<file path="src/rtl/tpg_pkg.sv">
package tpg_pkg;
    timeunit 1ns;
    timeprecision 1ps;

    localparam int SECT_W         = 48;
    localparam int LANE_W         = 32;
    localparam int N_LANES        = 4;
    localparam int DATA_W         = LANE_W * N_LANES;
    localparam int BEAT_BYTES     = DATA_W / 8;
    localparam int SECT_BYTES     = 512;
    localparam int SECT_SHIFT     = $clog2(SECT_BYTES);
    localparam int BEATS_PER_SECT = SECT_BYTES / BEAT_BYTES;
    localparam int BPS_SHIFT      = $clog2(BEATS_PER_SECT);
    localparam int BYTE_W         = SECT_W + SECT_SHIFT;
    localparam int BEAT_W         = SECT_W + BPS_SHIFT;

    typedef enum logic [2:0] {
        PAT_INC  = 3'd0,
        PAT_DEC  = 3'd1,
        PAT_ZERO = 3'd2,
        PAT_ONES = 3'd3,
        PAT_LFSR = 3'd4
    } pat_e;

    typedef struct packed {
        logic [BYTE_W-1:0] addr;
        logic [LANE_W-1:0] lfsr;
    } cursor_t;

    function automatic logic [LANE_W-1:0] lfsr_step(logic [LANE_W-1:0] s);
        return {s[LANE_W-2:0], s[31] ^ s[21] ^ s[1] ^ s[0]};
    endfunction

    function automatic logic [LANE_W-1:0] lfsr_adv(logic [LANE_W-1:0] s, int n);
        logic [LANE_W-1:0] v;
        v = s;
        for (int k = 0; k < n; k++) v = lfsr_step(v);
        return v;
    endfunction

    function automatic logic [LANE_W-1:0] lfsr_seed(logic [SECT_W-1:0] sector);
        logic [LANE_W-1:0] v;
        v = sector[LANE_W-1:0];
        return (v == '0) ? LANE_W'(1) : v;
    endfunction
endpackage

</file>
<file path="src/rtl/tpg_pattern.sv">
module tpg_pattern
    import tpg_pkg::*;
(
    input  logic [2:0]        pat,
    input  cursor_t           cur,
    output logic [DATA_W-1:0] word
);
    timeunit 1ns;
    timeprecision 1ps;

    for (genvar i = 0; i < N_LANES; i++) begin : g_lane
        logic [LANE_W-1:0] inc_v;
        logic [LANE_W-1:0] lfsr_v;
        assign inc_v  = cur.addr[LANE_W-1:0] + LANE_W'(i * (LANE_W / 8));
        assign lfsr_v = lfsr_adv(cur.lfsr, i);
        always_comb begin
            case (pat)
                PAT_INC:  word[i*LANE_W +: LANE_W] = inc_v;
                PAT_DEC:  word[i*LANE_W +: LANE_W] = ~inc_v;
                PAT_ONES: word[i*LANE_W +: LANE_W] = '1;
                PAT_LFSR: word[i*LANE_W +: LANE_W] = lfsr_v;
                default:  word[i*LANE_W +: LANE_W] = '0;
            endcase
        end
    end
endmodule

</file>
<file path="src/rtl/tpg_seq.sv">
module tpg_seq
    import tpg_pkg::*;
(
    input  logic              clk,
    input  logic              rst,
    input  logic              start,
    input  logic              fire,
    input  logic [SECT_W-1:0] start_sector,
    input  logic [SECT_W-1:0] len_sectors,
    output logic              busy,
    output logic              done,
    output cursor_t           cur,
    output logic [BYTE_W-1:0] byte_count
);
    timeunit 1ns;
    timeprecision 1ps;

    logic [BEAT_W-1:0] beats_left;

    always_ff @(posedge clk) begin
        if (rst) begin
            busy       <= 1'b0;
            done       <= 1'b0;
            cur        <= '0;
            byte_count <= '0;
            beats_left <= '0;
        end else begin
            done <= 1'b0;
            if (start) begin
                cur.addr   <= BYTE_W'(start_sector) << SECT_SHIFT;
                cur.lfsr   <= lfsr_seed(start_sector);
                byte_count <= '0;
                beats_left <= BEAT_W'(len_sectors) << BPS_SHIFT;
                if (len_sectors == '0) begin
                    busy <= 1'b0;
                    done <= 1'b1;
                end else begin
                    busy <= 1'b1;
                end
            end else if (fire) begin
                cur.addr   <= cur.addr + BYTE_W'(BEAT_BYTES);
                cur.lfsr   <= lfsr_adv(cur.lfsr, N_LANES);
                byte_count <= byte_count + BYTE_W'(BEAT_BYTES);
                beats_left <= beats_left - BEAT_W'(1);
                if (beats_left == BEAT_W'(1)) begin
                    busy <= 1'b0;
                    done <= 1'b1;
                end
            end
        end
    end

    AST_DONE_IDLE: assert property (@(posedge clk) disable iff (rst)
        done |-> !busy);
    AST_LEN_ZERO: assert property (@(posedge clk) disable iff (rst)
        (start && len_sectors == '0) |=> (done && !busy));
    AST_COUNT_HOLD: assert property (@(posedge clk) disable iff (rst)
        (!start && !fire) |=> $stable(byte_count));
    AST_COUNT_STEP: assert property (@(posedge clk) disable iff (rst)
        (!start && fire) |=> byte_count == BYTE_W'($past(byte_count) + BYTE_W'(BEAT_BYTES)));
    AST_START_CLEAR: assert property (@(posedge clk) disable iff (rst)
        start |=> byte_count == '0);
endmodule

</file>
<file path="src/rtl/tpg_check.sv">
module tpg_check
    import tpg_pkg::*;
(
    input  logic              clk,
    input  logic              rst,
    input  logic              start,
    input  logic              fire,
    input  logic [DATA_W-1:0] got,
    input  logic [DATA_W-1:0] exp,
    input  logic [BYTE_W-1:0] addr,
    output logic              fail,
    output logic [BYTE_W-1:0] fail_addr,
    output logic [DATA_W-1:0] fail_exp,
    output logic [DATA_W-1:0] fail_got
);
    timeunit 1ns;
    timeprecision 1ps;

    logic miss;
    assign miss = fire && (got != exp);

    always_ff @(posedge clk) begin
        if (rst || start) begin
            fail      <= 1'b0;
            fail_addr <= '0;
            fail_exp  <= '0;
            fail_got  <= '0;
        end else if (miss) begin
            fail <= 1'b1;
            if (!fail) begin
                fail_addr <= addr;
                fail_exp  <= exp;
                fail_got  <= got;
            end
        end
    end

    AST_FAIL_STICKY: assert property (@(posedge clk) disable iff (rst)
        (fail && !start) |=> fail);
    AST_SNAP_HOLD: assert property (@(posedge clk) disable iff (rst)
        (fail && !start) |=> ($stable(fail_addr) && $stable(fail_exp) && $stable(fail_got)));
    AST_FAIL_CLEAR: assert property (@(posedge clk) disable iff (rst)
        start |=> (!fail && fail_addr == '0));
endmodule

</file>
<file path="src/rtl/tpg_engine.sv">
module tpg_engine
    import tpg_pkg::*;
(
    input  logic              clk,
    input  logic              rst,
    input  logic              start,
    input  logic              cfg_read,
    input  logic [2:0]        cfg_pattern,
    input  logic [SECT_W-1:0] cfg_start_sector,
    input  logic [SECT_W-1:0] cfg_len_sectors,
    output logic              wr_valid,
    input  logic              wr_ready,
    output logic [DATA_W-1:0] wr_data,
    input  logic              rd_valid,
    output logic              rd_ready,
    input  logic [DATA_W-1:0] rd_data,
    output logic              busy,
    output logic              done,
    output logic [BYTE_W-1:0] byte_count,
    output logic              verify_fail,
    output logic [BYTE_W-1:0] fail_addr,
    output logic [DATA_W-1:0] fail_exp,
    output logic [DATA_W-1:0] fail_got
);
    timeunit 1ns;
    timeprecision 1ps;

    logic        mode_rd;
    logic [2:0]  pat_q;
    cursor_t     cur;
    logic [DATA_W-1:0] word;
    logic        wr_fire;
    logic        rd_fire;

    always_ff @(posedge clk) begin
        if (rst) begin
            mode_rd <= 1'b0;
            pat_q   <= '0;
        end else if (start) begin
            mode_rd <= cfg_read;
            pat_q   <= cfg_pattern;
        end
    end

    assign wr_valid = busy && !mode_rd;
    assign rd_ready = busy && mode_rd;
    assign wr_fire  = wr_valid && wr_ready;
    assign rd_fire  = rd_valid && rd_ready;
    assign wr_data  = word;

    tpg_seq u_seq (
        .clk          (clk),
        .rst          (rst),
        .start        (start),
        .fire         (wr_fire || rd_fire),
        .start_sector (cfg_start_sector),
        .len_sectors  (cfg_len_sectors),
        .busy         (busy),
        .done         (done),
        .cur          (cur),
        .byte_count   (byte_count)
    );

    tpg_pattern u_pat (
        .pat  (pat_q),
        .cur  (cur),
        .word (word)
    );

    tpg_check u_chk (
        .clk       (clk),
        .rst       (rst),
        .start     (start),
        .fire      (rd_fire),
        .got       (rd_data),
        .exp       (word),
        .addr      (cur.addr),
        .fail      (verify_fail),
        .fail_addr (fail_addr),
        .fail_exp  (fail_exp),
        .fail_got  (fail_got)
    );

    AST_IDLE_QUIET: assert property (@(posedge clk) disable iff (rst)
        done |-> (!wr_valid && !rd_ready));
    AST_WRITE_NO_FAIL: assert property (@(posedge clk) disable iff (rst)
        (!start && !verify_fail && wr_fire) |=> !verify_fail);
endmodule

</file>
<file path="config.mk">
export PLATFORM = sky130hd
export DESIGN_NAME = tpg_engine
export DESIGN_NICKNAME = d
export VERILOG_FILES = /design/src/rtl/tpg_pkg.sv /design/src/rtl/tpg_pattern.sv /design/src/rtl/tpg_seq.sv /design/src/rtl/tpg_check.sv /design/src/rtl/tpg_engine.sv
export SDC_FILE = /design/constraint.sdc
export NUM_CORES = 1
export LEC_CHECK = 0
export BUFFER_PORTS_ARGS = -buffer_cell sky130_fd_sc_hd__buf_4
export CORE_AREA = 2 2 286 288
export CTS_CLUSTER_DIAMETER = 60
export DETAILED_ROUTE_END_ITERATION = 10
export DIE_AREA = 0 0 288 290
export PLACE_DENSITY = 0.65
export SYNTH_ARGS = -nofsm -noshare
export SYNTH_HDL_FRONTEND = slang
export SYNTH_HIERARCHICAL = 1
export SYNTH_SLANG_ARGS = --single-unit
</file>
<file path="constraint.sdc">
create_clock -name clk -period 5.9 [get_ports clk]
set_clock_uncertainty 0.2 [all_clocks]
set_input_delay 1.18 -clock clk [delete_from_list [all_inputs] [get_ports clk]]
set_output_delay 1.18 -clock clk [all_outputs]
set_load 0.01 [all_outputs]
</file>
==> After elaboration in Yosys (flattened, before gate mapping) <==
Index checks and enable logic that the tools add are counted.
{ "word_totals": {"mem_bits_rw": 0, "regBits": 519, "output_inout_bits": 503, "latchBits": 0, "memories": 0, "in_bits": 233, "word_cells": 75, "mem_bits_ro": 0} }
{ "classes": {"reduce_logical": 16, "addsub": 6, "div": 0, "eq_ne": 5, "n_shift": 0, "multipliers": 0, "n_lt_le_gt_ge": 0, "n_mux": 17, "bitwise": 17} }
{ "op_table": {"columns": ["op", "n"], "rows": [
  ["$pmux W32 S4", 4],
  ["$mux W89", 2],
  ["$ne A128 B128 Y1", 1],
  ["$not A32 Y32", 4],
  ["$add A57 B5 Y57 const B", 2],
  ["$mux W53", 2],
  ["$add A32 B4 Y32 const B", 2],
  ["$eq A53 B1 Y1 const B", 1],
  ["$sub A53 B1 Y53 const B", 1],
  ["$logic_not A48 Y1", 1],
  ["$add A32 B3 Y32 const B", 1],
  ["$logic_not A32 Y1", 1],
  ["$mux W32", 1],
  ["$xor A1 B1 Y1", 12],
  ["$mux W1", 8],
  ["$logic_and A1 B1 Y1", 5],
  ["$reduce_and A2 Y1", 2],
  ["$reduce_bool A2 Y1", 2],
  ["$eq A3 B1 Y1 const B", 1],
  ["$eq A3 B2 Y1 const B", 1],
  ["$eq A3 B3 Y1 const B", 1],
  ["$logic_not A3 Y1", 1],
  ["$logic_or A1 B1 Y1", 2],
  ["$reduce_or A2 Y1", 1],
  ["other kinds (2)", 2]
]} }

==> Longest topological paths before layout <==
{ "logic_depth": {"depth_word": 9, "depth_mapped": 18, "ltp_nobuf": 13} }

==> Hierarchy <==
Netlist, hierarchy kept.
{ "by_module_without_submodules": {"columns": ["mod", "cells_per_inst", "area_each_um2", "instances", "seq_area_each_um2"], "rows": [
  ["tpg_check", 1532, 13814.5, 1, 6286.0],
  ["tpg_seq", 1191, 10149.7, 1, 3863.7],
  ["tpg_pattern", 607, 3816.2, 1, 0.0],
  ["tpg_engine", 18, 177.7, 1, 80.1]
]} }

==> Worst setup path before layout <==
OpenSTA, ideal clock, no wires.
{ "synth_timing": {"path_type": "input to register", "from": "input rd_valid", "to": "register u_seq.beats_left[48]", "arrival_ns": 3.233, "n_path_buf": 3, "setup_slack_ns": 2.376, "setup_time_ns": 0.091, "path_stages": 10, "required_time_ns": 5.609, "path_cell_list": "mux2i_1 -> nor2b_1 -> clkbuf_1 -> nor4b_2 -> and2_1 -> buf_6 -> nand4_2 -> buf_6 -> or4_1 -> a311oi_1"} }
{ "synth_between": {"elab_chain_cells": 3} }
{ "synth_rtl": {"columns": ["item", "line", "rtl"], "rows": [
  ["start, declared", "tpg_engine.sv:14", "input logic rd_valid,"],
  ["$logic_and A1 B1 Y1", "tpg_engine.sv:48", "assign rd_fire = rd_valid && rd_ready;"],
  ["$logic_or A1 B1 Y1", "tpg_engine.sv:55", ".fire (wr_fire || rd_fire),"],
  ["$reduce_bool A2 Y1 (no source line)", null, null],
  ["end signal, assigned", "tpg_seq.sv:33", "beats_left <= BEAT_W'(len_sectors) << BPS_SHIFT;"],
  ["end signal, assigned", "tpg_seq.sv:44", "beats_left <= beats_left - BEAT_W'(1);"],
  ["end, declared", "tpg_seq.sv:18", "logic [BEAT_W-1:0] beats_left;"]
]} }
Every way passes these cells.
A chain may end at the register's enable or synchronous reset.

==> Worst setup path in the final report <==
{ "layout_timing": {"from": "register pat_q[2]", "to": "register u_chk.fail_got[98]"} }
{ "layout_between": {"elab_chain_cells": 5, "word_cells_on_any_way": 11, "cone_classes": "4 x eq/ne; 4 x mux; 3 x reduce/logical"} }
{ "layout_rtl": {"columns": ["item", "line", "rtl"], "rows": [
  ["start, declared", "tpg_engine.sv:29", "logic [2:0] pat_q;"],
  ["start signal, assigned", "tpg_engine.sv:41", "pat_q <= cfg_pattern;"],
  ["$eq A3 B3 Y1, or another cell as far along", "tpg_pattern.sv:17", "case (pat)"],
  ["$pmux W32 S4", "tpg_pattern.sv:17", null],
  ["$ne A128 B128 Y1 *", "tpg_check.sv:20", "assign miss = fire && (got != exp);"],
  ["$logic_and A1 B1 Y1 *", "tpg_check.sv:20", null],
  ["$reduce_and A2 Y1 (no source line) *", null, null],
  ["end signal, assigned", "tpg_check.sv:33", "fail_got <= got;"],
  ["end, declared", "tpg_check.sv:14", "output logic [DATA_W-1:0] fail_got"]
]} }
Every way passes the cells marked *; elsewhere a longest branch is shown, timed or not.

==> results.py <==
metrics = {
    "placed_design": {
        "dp_slack_ns": 0.384,
        "dpl.hpwl_um": 103000,
        "place_inst": 4993,
        "gp_congestion": 0.969,
        "portBuffers": 731,
    },
    "synth": {
        "ys_seq_elements": 511,
        "avgSynthCellArea_um2": 8.35,
        "yosys_warnings": 6,
        "async_reset_ff_share_pct": 0,
        "synth.largest_area_cell": "dfxtp_1",
        "synth-seq-area-share_pct": 36.6,
        "synth-edff-count": 0,
        "synth_ff_type": "dfxtp_1",
        "syn_inst": 3348,
        "synth_area_um2": 28000,
        "yosys.area.top_type_share_pct": 36.6,
        "synth_area_leaders": "dfxtp_1, mux2i_1, nand2_1",
        "ys_types": 73,
    },
    "floorplan": {
        "start_util_pct": 34.9,
        "fp.dieH_um": 290,
        "num_rows": 104,
        "core-area_um2": 80200,
        "die_width_um": 288,
        "dieArea_um2": 83500,
        "ioPinCount": 736,
    },
    "layout": {
        "finish.utilization_pct": 45.6,
        "final-seq-area_um2": 10200,
        "multi_input_area_um2": 16300,
        "final_net_count": 4243,
        "fillers": 7880,
        "drive_gt1_share_pct": 24.1,
        "final_cell_mix": "buf_4, nand2_1, dfxtp_1",
        "mostFrequentLayoutCell": "buf_4",
        "final_cells": 5119,
        "area_delta_synth_final_pct": 30.8,
    },
    "clock_network": {
        "holdBufCountCts": 0,
        "post-cts-setup-buffer-count": 0,
        "cts_tree": "yes",
        "clkTransAtPathRegs_ns": 0.06,
        "clock_latency_ns": 0.61,
        "htree_levels": 3,
        "root_buffer": "clkbuf_16",
        "cts_resized": 0,
        "numCtsBuffers": 67,
        "cts_buffer_depth": 3,
        "clock-sinks": 511,
    },
    "routing": {
        "wl_per_cell_um": 25.6,
        "ant_nets": 0,
        "drt_first_iter_violations": 2451,
        "vias": 27500,
        "routed_wl_um": 131000,
        "drc": 0,
        "via_per_inst": 5.38,
        "firstDrtPassIters": 6,
    },
    "timing": {
        "setup_tns_ns": 0,
        "worst_pin_slew_ns": 1.48,
        "maxSlewViolCount": 0,
        "setup_viol": 0,
        "relSlewSlack_pct": 0.582,
        "post-route-min-period_ns": 5.77,
        "final_hold_viol_count": 0,
        "postLayoutSetupSlackWorst_ns": 0.130,
        "rsz0062_at_grt": "false",
        "finalCritPeriodShare_pct": 97.8,
        "fmax_ghz": 0.173,
    },
    "worst_setup_path": {
        "worstSetupStartpointType": "flop",
        "required_ns": 6.21,
        "r2r_slack_ns": 0.13,
        "crit_arrival_ns": 6.08,
        "cp_max_fo": 146,
        "crit_path_end_kind": "flop",
        "criticalPathCategory": "reg -> reg",
    },
    "grt": {
        "track_usage_pct": 29.6,
        "grt_pass1_wl_um": 181000,
        "overflow": 0,
        "antenna_found_initial": 14,
        "grt_pass1_vias": 25300,
        "grt_max_degree": 151,
    },
    "power": {
        "peakVddDrop_uv": 170,
        "power_mw": 9.65,
        "power_leakage_nw": 13.9,
        "power_density_nw_per_um2": 264,
    },
    "outcome": {
        "status": "complete, but fails checks",
        "violations": "capacitance limit",
    },
    "min_path": {
        "hold_class": "reg -> reg",
    },
    "flow_run": {
        "maxCapViolCount": 1,
    },
}
cells in the mapped netlist (4+ instances only):
cell	n
dfxtp_1	511
inv_1	33
a311oi_1	21
and4_1	24
buf_2	16
nand3_1	74
o31ai_1	20
clkbuf_1	165
o211ai_1	18
o21ai_1	18
nor2_1	150
clkbuf_8	5
and3_1	16
or4_1	27
buf_1	8
mux2i_1	368
nor4_4	9
a21boi_0	39
a21boi_1	14
a21oi_1	72
o22ai_1	12
nand4b_1	5
nor2b_1	18
nand2_1	766
nand4_1	68
xor2_1	210
o21a_1	38
nand2b_1	4
nor3_1	58
nor4_2	4
ha_1	8
or2_2	4
o21ai_0	130
buf_6	33
or3_1	30
nor4_1	91
and2_1	9
a211oi_1	35
xnor2_1	139
buf_4	21
path summary, 6_finish.rpt:
| kind | startpoint | end | depth (start not counted) |
|---|---|---|---|
| worst max register to register | pat_q[2] | u_chk/fail_got[98] | 12 |
| worst max-delay path | pat_q[2] | u_chk/fail_got[98] | 12 |
| worst min-delay path | u_chk/fail_addr[56] | u_chk/fail_addr[56] | 2 |
| worst min register to register | u_chk/fail_addr[56] | u_chk/fail_addr[56] | 2 |
report_power, final:
group          internal [mW]  leakage (nW)  switching (mW)
Combinational          0.636          8.60            1.14
Sequential              3.53          4.15           0.121
Clock                   2.54          1.11            1.68
Total                   6.70          13.9            2.95
worst max-delay path, stage by stage (launching register included):
cell	delay (ns)
dfxtp_2	0.70
nor2b_2	0.09
and2_0	0.40
buf_4	0.28
a21oi_1	0.29
o21ai_0	0.54
xor2_1	0.30
nor4_1	0.83
nand4_1	0.31
nor4_2	0.55
a211oi_4	0.18
buf_12	0.29
mux2i_1	0.38
sequential cells by signal, indices dropped and copies added (netlist names):
| register | flops |
|---|---|
| pat_q | 3 |
| u_chk/fail_exp | 128 |
| u_chk/fail_addr | 57 |
| u_seq/done | 1 |
| u_seq/byte_count | 53 |
| u_chk/fail | 1 |
| mode_rd | 1 |
| u_seq/beats_left | 53 |
| u_chk/fail_got | 128 |
| u_seq/cur | 85 |
| u_seq/busy | 1 |
cell families after synthesis:
logic type	synth area share, %
simple gates	23.7
flops	36.6
compound gates	9.96
mux	13.3
xor+xnor	10.9
buf+inv	5.20
fa+ha+maj	0.358
other cells	0.0134
layer usage:
layer	wire, um	GRT usage [%]	vias to the layer above
met5	96	0	-
met4	7020	14.7	16
met3	10500	6.16	251
met2	64200	51.6	1239
met1	49200	34.0	13100
li1	-	-	12900
cell type report:
class	instances	area share [%]
Inverter	34	0.356
Multi-Input combinational cell	2562	44.7
Sequential cell	511	28.0
Antenna cell	5	0.0342
Clock buffer	97	5.34
Clock inverter	24	0.855
Tap cell	1060	3.63
Timing Repair Buffer	826	17.2
per-stage QoR:
stage	area [um2]	hold WS (ns)
finish	36600	0.254
CTS	36600	0.258
detailed placement	34300	0.247
floorplan	28000	0.256
global placement	34300	0.243
global route	36600	0.270
(Power assumes the default switching activity.)
